[src/rtl/dipmon_pkg.sv]
package dipmon_pkg;
  localparam int DEF_WORD_W = 16;
  localparam int DEF_DIP_W  = 4;

  // per-clock verdict of the datapath, consumed by the service controller
  typedef struct packed {
    logic anyGood;
    logic anyBad;
  } chk_strobe_t;
endpackage

[src/rtl/dip_lane_check.sv]
module dip_lane_check
  import dipmon_pkg::*;
#(
  parameter int LANES  = 2,
  parameter int WORD_W = DEF_WORD_W,
  parameter int DIP_W  = DEF_DIP_W
) (
  input  logic                    clk,
  input  logic                    rst,
  input  logic                    inValid,
  input  logic [LANES*WORD_W-1:0] inWords,
  input  logic [LANES-1:0]        inCtl,
  output chk_strobe_t             strobe
);
  localparam int FOLDS = WORD_W / DIP_W;

  function automatic logic [WORD_W-1:0] rotOne(input logic [WORD_W-1:0] v);
    return {v[WORD_W-2:0], v[WORD_W-1]};
  endfunction

  function automatic logic [DIP_W-1:0] foldDip(input logic [WORD_W-1:0] v);
    logic [DIP_W-1:0] r;
    r = '0;
    for (int k = 0; k < FOLDS; k++) r = r ^ v[k*DIP_W +: DIP_W];
    return r;
  endfunction

  logic [WORD_W-1:0] accQ;
  logic [WORD_W-1:0] chain [LANES+1];
  logic [LANES-1:0]  laneGood;
  logic [LANES-1:0]  laneBad;

  assign chain[0] = accQ;

  for (genvar g = 0; g < LANES; g++) begin : gLane
    logic [WORD_W-1:0] word;
    logic [WORD_W-1:0] masked;
    logic [WORD_W-1:0] mixed;
    logic [DIP_W-1:0]  dip;
    assign word   = inWords[g*WORD_W +: WORD_W];
    assign masked = inCtl[g] ? {word[WORD_W-1:DIP_W], {DIP_W{1'b1}}} : word;
    assign mixed  = rotOne(chain[g]) ^ masked;
    assign dip    = foldDip(mixed);
    assign laneGood[g] = inValid & inCtl[g] & (dip == word[DIP_W-1:0]);
    assign laneBad[g]  = inValid & inCtl[g] & (dip != word[DIP_W-1:0]);
    assign chain[g+1]  = inCtl[g] ? '0 : mixed;
  end

  always_ff @(posedge clk) begin
    if (rst)          accQ <= '0;
    else if (inValid) accQ <= chain[LANES];
  end

  assign strobe.anyGood = |laneGood;
  assign strobe.anyBad  = |laneBad;

  AST_CHECK_NEEDS_CTL: assert property (@(posedge clk) disable iff (rst)
    (strobe.anyGood || strobe.anyBad) |-> (inValid && (|inCtl)));

  AST_IDLE_HOLDS_ACC: assert property (@(posedge clk) disable iff (rst)
    (!inValid) |=> (accQ == $past(accQ)));
endmodule

[src/rtl/svc_fsm.sv]
module svc_fsm
  import dipmon_pkg::*;
#(
  parameter int CNT_W = 8
) (
  input  logic              clk,
  input  logic              rst,
  input  chk_strobe_t       strobe,
  input  logic [CNT_W-1:0]  badLevel,
  input  logic [CNT_W-1:0]  goodLevel,
  output logic              parErr,
  output logic              outOfService
);
  localparam logic [CNT_W-1:0] ONE = CNT_W'(1);

  logic             inSvc;
  logic [CNT_W-1:0] badCnt;
  logic [CNT_W-1:0] goodCnt;
  logic [CNT_W-1:0] badLvlQ;
  logic [CNT_W-1:0] goodLvlQ;
  logic [CNT_W:0]   badNext;
  logic [CNT_W:0]   goodNext;

  assign badNext  = {1'b0, badCnt} + 1'b1;
  assign goodNext = {1'b0, goodCnt} + 1'b1;

  always_ff @(posedge clk) begin
    if (rst) begin
      inSvc    <= 1'b0;
      badCnt   <= '0;
      goodCnt  <= '0;
      parErr   <= 1'b0;
      badLvlQ  <= (badLevel  == '0) ? ONE : badLevel;
      goodLvlQ <= (goodLevel == '0) ? ONE : goodLevel;
    end else begin
      parErr <= strobe.anyBad;
      if (inSvc) begin
        if (strobe.anyGood) begin
          badCnt <= '0;
        end else if (strobe.anyBad) begin
          if (badNext >= {1'b0, badLvlQ}) begin
            inSvc   <= 1'b0;
            badCnt  <= '0;
            goodCnt <= '0;
          end else begin
            badCnt <= badNext[CNT_W-1:0];
          end
        end
      end else begin
        if (strobe.anyBad) begin
          goodCnt <= '0;
        end else if (goodNext >= {1'b0, goodLvlQ}) begin
          inSvc   <= 1'b1;
          goodCnt <= '0;
          badCnt  <= '0;
        end else begin
          goodCnt <= goodNext[CNT_W-1:0];
        end
      end
    end
  end

  assign outOfService = ~inSvc;

  AST_STAY_WITHOUT_ERR: assert property (@(posedge clk) disable iff (rst)
    (inSvc && !strobe.anyBad) |=> inSvc);
  AST_BAD_BELOW_LEVEL: assert property (@(posedge clk) disable iff (rst)
    badCnt < badLvlQ);
  AST_SINGLE_DROP: assert property (@(posedge clk) disable iff (rst)
    (inSvc && strobe.anyBad && !strobe.anyGood && badLvlQ == ONE) |=> !inSvc);
  AST_MIXED_KEEPS: assert property (@(posedge clk) disable iff (rst)
    (inSvc && strobe.anyGood) |=> inSvc);
  AST_NO_EARLY_RETURN: assert property (@(posedge clk) disable iff (rst)
    (!inSvc && strobe.anyBad) |=> !inSvc);
  AST_ERR_FOLLOWS_BAD: assert property (@(posedge clk) disable iff (rst)
    strobe.anyBad |=> parErr);
  AST_LEVELS_HELD: assert property (@(posedge clk) disable iff (rst)
    1'b1 |=> ($stable(badLvlQ) && $stable(goodLvlQ)));
  AST_LEVELS_NONZERO: assert property (@(posedge clk) disable iff (rst)
    (badLvlQ != '0) && (goodLvlQ != '0));
endmodule

[src/rtl/dip_link_monitor.sv]
module dip_link_monitor
  import dipmon_pkg::*;
#(
  parameter int LANES  = 2,
  parameter int WORD_W = DEF_WORD_W,
  parameter int DIP_W  = DEF_DIP_W,
  parameter int CNT_W  = 8
) (
  input  logic                    clk,
  input  logic                    rst,
  input  logic                    inValid,
  input  logic [LANES*WORD_W-1:0] inWords,
  input  logic [LANES-1:0]        inCtl,
  input  logic [CNT_W-1:0]        badLevel,
  input  logic [CNT_W-1:0]        goodLevel,
  output logic                    parErr,
  output logic                    outOfService
);
  chk_strobe_t strobe;

  dip_lane_check #(
    .LANES (LANES),
    .WORD_W(WORD_W),
    .DIP_W (DIP_W)
  ) uCheck (
    .clk    (clk),
    .rst    (rst),
    .inValid(inValid),
    .inWords(inWords),
    .inCtl  (inCtl),
    .strobe (strobe)
  );

  svc_fsm #(
    .CNT_W(CNT_W)
  ) uSvc (
    .clk         (clk),
    .rst         (rst),
    .strobe      (strobe),
    .badLevel    (badLevel),
    .goodLevel   (goodLevel),
    .parErr      (parErr),
    .outOfService(outOfService)
  );
endmodule

[config.mk]
export PLATFORM = sky130hd
export DESIGN_NAME = dip_link_monitor
export DESIGN_NICKNAME = d
export VERILOG_FILES = /design/src/rtl/dipmon_pkg.sv /design/src/rtl/dip_lane_check.sv /design/src/rtl/svc_fsm.sv /design/src/rtl/dip_link_monitor.sv
export SDC_FILE = /design/constraint.sdc
export NUM_CORES = 1
export LEC_CHECK = 0
export BUFFER_PORTS_ARGS = -buffer_cell sky130_fd_sc_hd__buf_2
export CAP_MARGIN = 20
export CORE_UTILIZATION = 50
export CTS_CLUSTER_DIAMETER = 100
export DETAILED_ROUTE_END_ITERATION = 8
export GPL_TIMING_DRIVEN = 1
export PLACE_DENSITY_LB_ADDON = 0.08
export SETUP_SLACK_MARGIN = 0.02
export SYNTH_ARGS = -nofsm -noshare
export SYNTH_HDL_FRONTEND = slang
export SYNTH_HIERARCHICAL = 1
export SYNTH_SLANG_ARGS = --single-unit
[constraint.sdc]
create_clock -name clk -period 3.2 [get_ports clk]
set_input_delay 0.64 -clock clk [delete_from_list [all_inputs] [get_ports clk]]
set_output_delay 0.64 -clock clk [all_outputs]
set_load 0.05 [all_outputs]
After elaboration in Yosys (flattened, before gate mapping):

Cells that the tools add are included.
W data, S select, Z words.

* logic and storage cells: 64
* bits of input ports: 53
* output and inout bits: 2
* register bits after elaboration: 50

* reduce and logical (&&, ||, !) cells: 7
* bitwise logic cells: 15
* mux-type cells: 22
* $add $sub $neg: 2
* equal/unequal tests: 9
* order comparisons: 2

Operators by type and width (number)
* $mux W8: 12
* $mux W16: 2
* $xor A16 B16 Y16: 2
* $xor A4 B4 Y4: 6
* $add A8 B1 Y9 const B: 2
* $ge A9 B8 Y1: 2
* $logic_not A8 Y1: 2
* $eq A4 B4 Y1: 2
* $mux W4: 2
* $ne A4 B4 Y1: 2
* $and A1 B1 Y1: 6
* $mux W1: 6
* $ne A2 B2 Y1 const B: 3
* $reduce_and A3 Y1: 2
* $reduce_or A2 Y1: 2
* $ne A3 B2 Y1 const B: 1
* $ne A2 B1 Y1 const B: 1
* $reduce_bool A2 Y1: 1
* $not A1 Y1: 1

Logic depth before layout (Yosys ltp):

* depth after elaboration: 13
* mapped depth: 14
* depth with buffers taken out: 12

Hierarchy:

Netlist, hierarchy kept.

Modules (own cells, without submodules)
* svc_fsm: area an instance 1989.4 um^2, cells an instance 213, sequential area each 840.8 um^2, times used 1
* dip_lane_check: area an instance 1298.7 um^2, cells an instance 153, sequential area each 320.3 um^2, times used 1

Least setup slack after synthesis:

OpenSTA, ideal clock, no wires.

* path kind: input to register
* from: input port inWords[2]
* to: register uSvc.badCnt[6]
* data required time: 3.083 ns
* library setup time: 0.117 ns
* cell stages on the path: 11
* arrival: 2.854 ns
* setup slack: 0.229 ns
* path buffers: 1
* cells stage by stage: and2b_1 -> xnor2_1 -> xnor2_1 -> xnor2_1 -> or4_1 -> a32o_1 -> a21o_1 -> a31oi_1 -> buf_6 -> o21ai_0 -> a32o_1

RTL lines
* start: declaration: RTL line dip_link_monitor.sv:12 `input logic [LANES*WORD_W-1:0] inWords,`
* end signal: assignment: RTL line svc_fsm.sv:46 `badCnt <= badNext[CNT_W-1:0];`
* end: declaration: RTL line svc_fsm.sv:17 `logic [CNT_W-1:0] badCnt;`

Worst setup path after layout:

* from: register uSvc.goodCnt[0]
* to: register uSvc.badCnt[2]

* cells in the longest elaborated chain, start to end: 4

Ends and longest elaborated chain
* start: declaration: RTL line svc_fsm.sv:18 `logic [CNT_W-1:0] goodCnt;`
* start signal: assignment: RTL line svc_fsm.sv:57 `goodCnt <= goodNext[CNT_W-1:0];`
* $add A8 B1 Y9: RTL line svc_fsm.sv:25 `assign goodNext = {1'b0, goodCnt} + 1'b1;`
* $ge A9 B8 Y1: RTL line svc_fsm.sv:52 `end else if (goodNext >= {1'b0, goodLvlQ}) begin`
* $reduce_bool A2 Y1 (no source line)
* $reduce_and A3 Y1 (no source line)

Every way passes these cells.
A chain may end at the register's enable or synchronous reset.

==> key figures <==
Status
  • Status: finished clean

Clocking
  • Root buffer cell: clkbuf_8
  • Setup Buffers After CTS: 0
  • Clock slew at reported path FFs: 0.09 ns
  • Number of CTS-inserted buffers: 5
  • H-tree lvl count: 2
  • CTS tree: built
  • Clock latency on the worst-skew pair: about 0.30 ns
  • Clock sink count: 50
  • Clock Tree Buf Depth: 2

Power and ir drop
  • VDD IR max: 0.269 mV
  • Power Density: between 300 and 400 nW/um^2
  • Tot Pwr: approximately 1.5 mW
  • Leak pwr: 1.58 nW

Detailed routing
  • Routed length on met1: around 3300 um
  • Routed Antenna Nets: 0
  • DRC: 0
  • Drt initial violations: 122
  • WL/cell: 13.4 um
  • First-pass DRT Iterations: 5
  • Met2 Wirelength: 3010 um
  • Via/cell ratio: 5.25
  • Highest routed layer: met4
  • Detail Route met3 WL: 219 um
  • Final wirelength: about 6500 um
  • Vias: 2564

Logic synthesis
  • Mapped Cells: approximately 370
  • Syn nets: approximately 440
  • Yosys top cell by area: dfxtp_1
  • Syn_area_per_cell: 8.98 um^2
  • Asr flop ratio synth: 0%
  • Synthesis Warnings: 6
  • Largest cells by area after synthesis: dfxtp_1 (21%), xnor2_1 (17%), edfxtp_1 (15%)
  • Post-synth EDFFs: 16
  • Distinct cells, synth: 40
  • Synth Cell Area: 3290 um^2
  • Synth Register Bits: 50
  • Yosys top cell area share: 20.7%
  • Share of the yosys chip area belonging to registers: 35.3%
  • Main synth FF type: dfxtp_1

Critical path
  • WP data required: 3.40 ns
  • WS Path Type: flip-flop to flip-flop
  • Crit end category: flip-flop
  • Crit-path max FO: 11
  • CP Data Arrival Time: about 3.2 ns
  • Startpoint types: flip-flop

Global routing
  • Overflow after GRT: 0
  • Vias in the first global route: 2465
  • Wire length of the first global-routing pass: 11100 um
  • Initial antenna violation count: 0
  • Largest net degree at the start of global routing: between 50 and 60
  • GRT Total Usage: roughly 20%

Floorplanning
  • Die ar.: 6900 um^2
  • Num rows: 29
  • Die height: 83.1 um
  • Initial Utilization: around 52%
  • Io pins: 55
  • Die Wd: 83.1 um
  • Core area: about 6300 um^2

Placed design
  • IO buf count: 54
  • DPL Wire Length: between 4000 and 5000 um
  • GPL Wtd Cong: about 0.81

Finish
  • Share of layout cells above drive strength 1: around a fifth
  • Nets@finish: 481
  • Number of diodes: 0
  • Area delta synth->final: 13.4%
  • Fillcell total: between 500 and 600

Timing
  • Fin. Hold Viols: 0
  • Slew Limit Fails: 0
  • Fin crit period: 2.97 ns
  • Worst slew pin tran: 0.584 ns
  • Final setup fails: 0
  • Post-Route Skew: roughly 0.0036 ns
  • Final setup TNS: 0 ns
  • Rel. slew slack: about 61%
  • RSZ-0062 raised after global routing: no
  • Max Fclk: around 0.34 GHz
  • Final Cycle Share: around 93%

Run
  • Max Cap Viol: 0

Min path
  • Type of the worst min-delay path: input port to flip-flop
-- state kept, by name, indices dropped and copies added, names as in the netlist --
register / cells
uCheck/accQ: 16
uSvc/goodCnt: 8
uSvc/badCnt: 8
uSvc/badLvlQ: 8
uSvc/goodLvlQ: 8
uSvc/inSvc: 1
uSvc/parErr: 1
-- per-stage QoR --
step	std cells	utilization, %	instance area [um^2]	worst slack (ns)	hold WS (ns)
after floorplan	366	-	3290	0.229	0.488
final	488	58.7	3730	0.230	0.523
after global routing	488	58.7	3730	0.0437	0.508
after global placement	480	56.9	3610	0.0145	0.519
after detailed placement	480	56.9	3610	-0.0402	0.522
after CTS	488	58.5	3720	0.110	0.509
-- layer usage --
metal	vias to the layer above	GRT usage, %
li1	1339	-
met3	4	3.18
met4	0	5.17
met2	48	32.4
met1	1173	26.6
met5	-	0
-- logic make-up after synthesis --
group / Yosys count / synth area share, %
AND/OR/NAND/NOR: 118 / 18.3
XOR/XNOR: 77 / 20.5
AO/OA/AOI/OAI: 55 / 12.7
flip-flops: 50 / 35.3
buffers and inverters: 46 / 5.67
adder cells (fa/ha/maj): 18 / 6.85
multiplexers: 2 / 0.609
-- final timing paths --
| path | to | slack (ns) | from | depth (start not counted) |
|---|---|---|---|---|
| max | uSvc/badCnt[2]$_SDFFE_PP0P_ | 0.23 | uSvc/goodCnt[0]$_SDFFE_PP0P_ | 12 |
| min | uSvc/goodLvlQ[4]$_SDFFCE_PN0P_ | 0.52 | goodLevel[4] | 1 |
| max reg2reg | uSvc/badCnt[2]$_SDFFE_PP0P_ | 0.23 | uSvc/goodCnt[0]$_SDFFE_PP0P_ | 12 |
| min reg2reg | uSvc/badCnt[1]$_SDFFE_PP0P_ | 0.55 | uSvc/badCnt[1]$_SDFFE_PP0P_ | 2 |
-- synth_stat cells (4+ instances only) --
library cell  count
a21o_1            8
a21oi_1           6
a22oi_1          10
a32o_1            6
and3_1            9
buf_2             4
clkbuf_1         20
dfxtp_1          34
edfxtp_1         16
ha_1             18
inv_1            18
nand2_1          12
nand3_1          14
nand4_1           5
nor2_1           36
nor2b_1          16
nor3_1            8
o21ai_0           8
o2bb2ai_1         9
xnor2_1          64
xor2_1           13
-- report_power, final --
part / switching (mW) / leakage (nW) / internal, mW
clock network: 0.213 / 0.0544 / 0.198
registers: 0.0197 / 0.433 / 0.688
logic: 0.187 / 1.09 / 0.174
total: 0.420 / 1.58 / 1.06
-- critical path: stages (launching register included) --
cell and delay (ns):
dfxtp_2 0.39, ha_2 0.24, and3_1 0.21, nand3_1 0.13, xnor2_2 0.20, ha_1 0.28
and3_1 0.16, a221o_1 0.33, a31oi_2 0.21, a31oi_1 0.11, buf_4 0.18, nor2b_2 0.18
a32o_1 0.21
-- layout make-up --
type                       instances  area (um^2)  area share, %
sequential                        50         1160           31.2
clock buffer                       7         96.3           2.58
timing repair buffer              63          338           9.06
multi-input combinational        270         1950           52.3
inverter                          20         75.1           2.01
clock inverter                     1         8.76          0.235
tap                               77         96.3           2.58
-- what timing repair did --
action / 4_1_cts / 5_1_grt
hold endpoints to repair: 0 / 0
setup endpoints to repair: 0 / 11
resized for setup: 0 / 4
hold buffers: 0 / 0
-- cell usage in the layout (no fill, tap or decap), types with 3 or more instances in the layout --
cell type  count
edfxtp_1      16
nor3b_1        3
and2b_1        3
dfxtp_1       33
inv_1         18
nand2_1       12
xnor2_1       63
a22oi_1       10
a21oi_1        6
nor2_1        36
o21ai_0        8
nor2b_1       16
and3_1         9
nand4_1        5
o2bb2ai_1      9
nor3_1         8
buf_4          9
a32o_1         6
a21o_1         7
nor4_1         3
xor2_1        13
ha_1          17
nand3_1       14
clkbuf_8       7
buf_2         54
Note: power is estimated with default switching activity, not from simulation.
